==> src/rtl/rxhs_pkg.sv <==
package rxhs_pkg;
  localparam int DEF_QUAD_W    = 32;
  localparam int DEF_HDR_Q     = 4;
  localparam int DEF_TCODE_W   = 4;
  localparam int DEF_ACK_W     = 4;
  localparam int DEF_TCODE_LSB = 4;

  // transaction codes whose packets carry a payload quadlet
  localparam logic [DEF_TCODE_W-1:0] TC_QUAD_WRITE_REQ = 4'h0;
  localparam logic [DEF_TCODE_W-1:0] TC_QUAD_READ_RESP = 4'h6;
endpackage

==> src/rtl/rxhs_tcode_len.sv <==
module rxhs_tcode_len
  import rxhs_pkg::*;
#(
  parameter int HDR_Q   = DEF_HDR_Q,
  parameter int TCODE_W = DEF_TCODE_W,
  localparam int CNT_W  = $clog2(HDR_Q + 1)
) (
  input  logic [TCODE_W-1:0] tcode,
  output logic [CNT_W-1:0]   quad_count
);
  logic has_payload;

  always_comb begin
    has_payload = (tcode == TCODE_W'(TC_QUAD_WRITE_REQ)) ||
                  (tcode == TCODE_W'(TC_QUAD_READ_RESP));
    quad_count  = has_payload ? CNT_W'(HDR_Q) : CNT_W'(HDR_Q - 1);
  end
endmodule

==> src/rtl/rxhs_last_calc.sv <==
module rxhs_last_calc #(
  parameter int HDR_Q  = 4,
  localparam int IDX_W = $clog2(HDR_Q),
  localparam int CNT_W = $clog2(HDR_Q + 1)
) (
  input  logic [HDR_Q-1:0] strip,
  input  logic [CNT_W-1:0] quad_count,
  input  logic [IDX_W-1:0] pos,
  input  logic             for_token,
  output logic             is_last
);
  logic [HDR_Q-1:0] later_kept;

  // a position is "later and kept" when it exists in this packet, is not
  // stripped and follows the quadlet being emitted
  for (genvar j = 0; j < HDR_Q; j++) begin : g_pos
    assign later_kept[j] = (CNT_W'(j) < quad_count) && !strip[j] &&
                           (for_token || (IDX_W'(j) > pos));
  end

  assign is_last = ~|later_kept;
endmodule

==> src/rtl/rxhs_token_gen.sv <==
module rxhs_token_gen
  import rxhs_pkg::*;
#(
  parameter int QUAD_W  = DEF_QUAD_W,
  parameter int TCODE_W = DEF_TCODE_W,
  parameter int ACK_W   = DEF_ACK_W,
  localparam int PAD_W  = QUAD_W - ACK_W - TCODE_W
) (
  input  logic [TCODE_W-1:0] tcode,
  input  logic [ACK_W-1:0]   ack,
  output logic [QUAD_W-1:0]  token
);
  assign token = {{PAD_W{1'b0}}, ack, tcode};
endmodule

==> src/rtl/rxhs_strip_insert.sv <==
module rxhs_strip_insert
  import rxhs_pkg::*;
#(
  parameter int QUAD_W    = DEF_QUAD_W,
  parameter int HDR_Q     = DEF_HDR_Q,
  parameter int TCODE_W   = DEF_TCODE_W,
  parameter int ACK_W     = DEF_ACK_W,
  parameter int TCODE_LSB = DEF_TCODE_LSB,
  localparam int IDX_W    = $clog2(HDR_Q),
  localparam int CNT_W    = $clog2(HDR_Q + 1)
) (
  input  logic              clk,
  input  logic              rst,
  input  logic              cfg_insert,
  input  logic [HDR_Q-1:0]  cfg_strip,
  input  logic              in_valid,
  output logic              in_ready,
  input  logic [QUAD_W-1:0] in_data,
  input  logic              in_sop,
  input  logic              in_eop,
  input  logic [ACK_W-1:0]  in_ack,
  output logic              out_valid,
  input  logic              out_ready,
  output logic [QUAD_W-1:0] out_data,
  output logic              out_last
);
  // per-packet state
  logic [IDX_W-1:0]   idx_q;
  logic               tok_done_q;
  logic [HDR_Q-1:0]   strip_q;
  logic [TCODE_W-1:0] tcode_q;

  // output register
  logic               out_valid_q;
  logic [QUAD_W-1:0]  out_data_q;
  logic               out_last_q;

  // current-quadlet view: live config on the first quadlet, latched later
  logic [IDX_W-1:0]   cur_idx;
  logic [HDR_Q-1:0]   strip_cur;
  logic [TCODE_W-1:0] tcode_cur;
  logic [CNT_W-1:0]   count_cur;
  logic               can_load;
  logic               tok_pending;
  logic               accept;
  logic               keep_cur;
  logic               last_hdr;
  logic               last_tok;
  logic [QUAD_W-1:0]  token;

  assign cur_idx   = in_sop ? '0 : idx_q;
  assign strip_cur = in_sop ? cfg_strip : strip_q;
  assign tcode_cur = in_sop ? in_data[TCODE_LSB +: TCODE_W] : tcode_q;

  rxhs_tcode_len #(
    .HDR_Q   (HDR_Q),
    .TCODE_W (TCODE_W)
  ) u_len (
    .tcode      (tcode_cur),
    .quad_count (count_cur)
  );

  rxhs_last_calc #(
    .HDR_Q (HDR_Q)
  ) u_last_hdr (
    .strip      (strip_cur),
    .quad_count (count_cur),
    .pos        (cur_idx),
    .for_token  (1'b0),
    .is_last    (last_hdr)
  );

  rxhs_last_calc #(
    .HDR_Q (HDR_Q)
  ) u_last_tok (
    .strip      (strip_cur),
    .quad_count (count_cur),
    .pos        (cur_idx),
    .for_token  (1'b1),
    .is_last    (last_tok)
  );

  rxhs_token_gen #(
    .QUAD_W  (QUAD_W),
    .TCODE_W (TCODE_W),
    .ACK_W   (ACK_W)
  ) u_tok (
    .tcode (tcode_cur),
    .ack   (in_ack),
    .token (token)
  );

  assign can_load    = !out_valid_q || out_ready;
  assign tok_pending = in_valid && in_sop && cfg_insert && !tok_done_q;
  assign in_ready    = can_load && !tok_pending;
  assign accept      = in_valid && in_ready;
  assign keep_cur    = !strip_cur[cur_idx];

  always_ff @(posedge clk) begin
    if (rst) begin
      idx_q       <= '0;
      tok_done_q  <= 1'b0;
      strip_q     <= '0;
      tcode_q     <= '0;
      out_valid_q <= 1'b0;
      out_data_q  <= '0;
      out_last_q  <= 1'b0;
    end else if (tok_pending && can_load) begin
      out_valid_q <= 1'b1;
      out_data_q  <= token;
      out_last_q  <= last_tok;
      tok_done_q  <= 1'b1;
    end else if (accept) begin
      if (keep_cur) begin
        out_valid_q <= 1'b1;
        out_data_q  <= in_data;
        out_last_q  <= last_hdr;
      end else begin
        out_valid_q <= 1'b0;
      end
      if (in_sop) begin
        strip_q <= cfg_strip;
        tcode_q <= in_data[TCODE_LSB +: TCODE_W];
      end
      if (in_eop) begin
        idx_q      <= '0;
        tok_done_q <= 1'b0;
      end else begin
        idx_q <= cur_idx + 1'b1;
      end
    end else if (can_load) begin
      out_valid_q <= 1'b0;
    end
  end

  assign out_valid = out_valid_q;
  assign out_data  = out_data_q;
  assign out_last  = out_last_q;
endmodule

==> config.mk <==
export PLATFORM = sky130hd
export DESIGN_NAME = rxhs_strip_insert
export DESIGN_NICKNAME = d
export VERILOG_FILES = /design/src/rtl/rxhs_pkg.sv /design/src/rtl/rxhs_tcode_len.sv /design/src/rtl/rxhs_last_calc.sv /design/src/rtl/rxhs_token_gen.sv /design/src/rtl/rxhs_strip_insert.sv
export SDC_FILE = /design/constraint.sdc
export NUM_CORES = 1
export LEC_CHECK = 0
export BUFFER_PORTS_ARGS = -buffer_cell sky130_fd_sc_hd__buf_2
export CORE_ASPECT_RATIO = 0.6
export CORE_MARGIN = 4
export CORE_UTILIZATION = 35
export DETAILED_ROUTE_END_ITERATION = 8
export MAX_ROUTING_LAYER = met4
export PLACE_DENSITY = 0.68
export SYNTH_ARGS = -nofsm -noshare
export SYNTH_HDL_FRONTEND = slang
export SYNTH_HIERARCHICAL = 1
export SYNTH_SLANG_ARGS = --single-unit
==> constraint.sdc <==
create_clock -name clk -period 3.25 [get_ports clk]
set_input_delay 0.1625 -clock clk [delete_from_list [all_inputs] [get_ports clk]]
set_output_delay 0.1625 -clock clk [all_outputs]
set_load 0.03 [all_outputs]
==> impl_results.md <==
* CP max stage delay at around 680 ps
* Cells along the critical path: mux2i_1 -> o2111ai_2 -> o21ai_2 -> buf_4 -> a211oi_1
* Sequential share of power at around two fifths
* CP arrival at between 2000 and 2500 ps
* Tmin final at 2334 ps
* Post-route setup slack at 916.0 ps
* Post-route insts no fill at approximately 470
* Die Wd at approximately 130 µm
* Peak Freq at around 0.43 GHz
* Post-synthesis instance total at around 300
* DR vias/cell at approximately 5.0
* Longest Clk Path Bufs at 2
* Initial core utilization at roughly 36%
* Area after DPL at 3127 µm²
* CP delay by family, top: compound AO/OA/AOI/OAI gates
* Hold Startpoint: in_ack[2]
* Grt ovf at 0
* Met3 Use GR at between 4 and 5%
* Post-CTS Setup Repair Bufs at 0
* Antenna Violating Nets Remaining at 0
* Core Region at roughly 7900 µm²
* Slowest cell on crit path: o21ai_2
* Drt initial violations at between 150 and 200
* Clock Tree Root: clkbuf_16
* Syn Std Cell Area at between 2000 and 3000 µm²
* Post-synth EDFFs at 0
* Clock latency on the worst-skew pair at 280 ps
* CP startpoint kind: flip-flop
* Pwr dens at about 500 nW/µm²
* Critical Path RT at ~3400 ps
* Nets at roughly 400
* Hold Vio Cnt, Final at 0
* Pin count of the biggest net entering global routing at 46
* Clk network pwr share at 33.0%
* Pins Over Slew Limit at 0
* Final period utilization at 71.82%
* Switch Pwr at between 500 and 600 µW
* Final Util at between 40% and 50%
* Internal power at 1.097 mW
* Clock sink count at 45
* Inst Count DP at 465
* Combinational Power Share at 27.9%
* Buf/Inv on CP at 1
* Port Buf Inserts at 81
* TritonCTS Buffers at 5
* Ports at between 80 and 90
* Fill cells at 806
* Cell Rows at 25
* CTS tree: built
* Synth warnings at 6
* Via Count at roughly 2.4k
* Grt met1 use at a little over 20%
* First-pass GRT wire length at around 12,000 µm
* Crit path capture type: flip-flop
* Pre-CTS setup slack at ~770 ps
* Post-DP HPWL at between 5000 and 6000 µm
* Max cap viols at 0
* Area Growth Syn to Fin at 14.23%
* Peak-usage layer in the global routing report: met2
* Layout cell share with drive strength beyond 1 at 36.99%
* Die Height at 78.21 µm
* Syn Area/Cell at 9.521 µm²
* Worst Hold Class: primary input to flip-flop
* Crit path from: idx_q[0]
* Clock Skew at between 6 and 7 ps
* Wire length per cell at between 15 and 20 µm
* Synth async-reset ratio at 0%
* Total wire length after detailed routing at between 7000 and 8000 µm
* Leak at 1.518 nW
* GPL Wtd Cong at ~0.81
* GR Util All Layers at 14.89%
* Yosys reg bits at 45
* CTS clk-pin slew, worst paths at 70 ps
* Status: completed
* Setup CP Type: flip-flop to flip-flop
* Reg-to-reg startpoint: idx_q[0]
* Initial antenna violation count at 0
* Vias in the first global route at 2,362
* Normalized max-slew margin at 35.12%
* Seq/Total Area, Yosys at a little under a third
* Min Hold Slack at between 150 and 200 ps
* Power, Total at 1.627 mW
* Setup TNS at 0 ps
* Gates resized, CTS repair at 0
* Pre-antenna DRT Iters at 4
* Die Area at 9776 µm²
* Antenna diode count at 0
* Count of different cell masters after synthesis at 37
* Drt drc at 0
* Met2 usage at ~22%
* Peak VDD IR at around 250 µV
* # setup viols final at 0
* Hold_buf cts at 0
* RSZ-0062 raised after global routing: no
* Sw frac at around 33%
* H-tree Lvls at 2
* Fin area at roughly 3300 µm²
* Worst Tran Pin Value at just under 1000 ps
* Most common flop cell mapped by yosys: dfxtp_1
* Critical path fanouts, max at 17
==> final cells by class <==
class	instances	area, µm²	share of cell area [%]
multi-input cells	220	1618	49.26
clock buffers	7	152.6	4.648
well taps	108	135.1	4.114
clock inverters	1	5.005	0.1524
inverters	4	15.01	0.4571
repair buffers	88	457.9	13.94
flip-flops and latches	45	900.9	27.43
==> registers in the layout, summed over array words and instances (netlist names) <==
| name | count |
|---|---|
| strip_q | 4 |
| tcode_q | 4 |
| out_data | 32 |
| idx_q | 2 |
| tok_done_q | 1 |
| out_valid | 1 |
| out_last | 1 |
==> per-layer routing <==
layer | up-vias | routed length, µm
met5 | - | 0
met3 | 4 | 578
met4 | 0 | 9
met2 | 95 | 3114
li1 | 1171 | -
met1 | 1109 | 3461
==> logic make-up after synthesis <==
| group | after synthesis | synth area share (%) |
|---|---|---|
| other | 3 | 0.3916 |
| AOI/OAI and AO/OA | 97 | 28.59 |
| xor gates and xnor gates | 1 | 0.3047 |
| and+or+nand+nor | 54 | 9.573 |
| buffers and inverters | 64 | 16.28 |
| DFF | 45 | 31.33 |
| muxes | 38 | 13.53 |
==> cell usage in the layout (no fill, tap or decap), types with 4 or more instances in the layout <==
master,count
a211oi_1,37
a211oi_2,24
a21oi_1,16
a311oi_1,4
buf_2,81
buf_4,7
clkbuf_16,5
conb_1,30
dfxtp_1,45
inv_1,4
mux2_2,7
mux2i_1,31
nand2_1,18
nand2b_1,6
nand3_1,5
nor2_1,9
nor2b_1,4
nor3_1,4
o21ai_0,7
==> power by group through the flow <==
stage / logic [mW] / clock network [mW] / registers (mW)
global route: 0.495 / 0.572 / 0.642
detailed placement: 0.455 / 0 / 0.647
global placement: 0.445 / 0 / 0.645
CTS: 0.456 / 0.554 / 0.635
finish: 0.455 / 0.537 / 0.635
floorplan: 0.292 / 0 / 0.731
==> final timing paths <==
kind / cells after the start / slack (ps) / endpoint
hold / removal: 3 / 170 / out_data[6]
setup reg to reg: 5 / 920 / out_data[22]
setup / recovery: 5 / 920 / out_data[22]
hold reg to reg: 2 / 460 / tcode_q[0]
==> worst register-to-register path, delay by kind of cell, from the launching register on <==
kind	cells	cell delay, ps
AO/OA/AOI/OAI	3	1030
buffers and inverters	1	370
flip-flops	1	450
multiplexers	1	330
==> Yosys cell counts, types with 5 or more instances <==
library cell / instances / area (µm²)
buf_4: 40 / 300.3
o21ai_0: 7 / 35.03
nand2b_1: 6 / 37.54
a211oi_2: 24 / 300.3
nand3_1: 5 / 25.02
a21oi_1: 16 / 80.08
nor2_1: 9 / 33.78
mux2i_1: 31 / 310.3
dfxtp_1: 45 / 900.9
buf_6: 8 / 90.09
a211oi_1: 37 / 277.8
clkbuf_1: 7 / 26.28
nor3_1: 5 / 25.02
nand2_1: 18 / 67.56
mux2_2: 7 / 78.83
No activity file was read; power rests on OpenSTA's default activity.
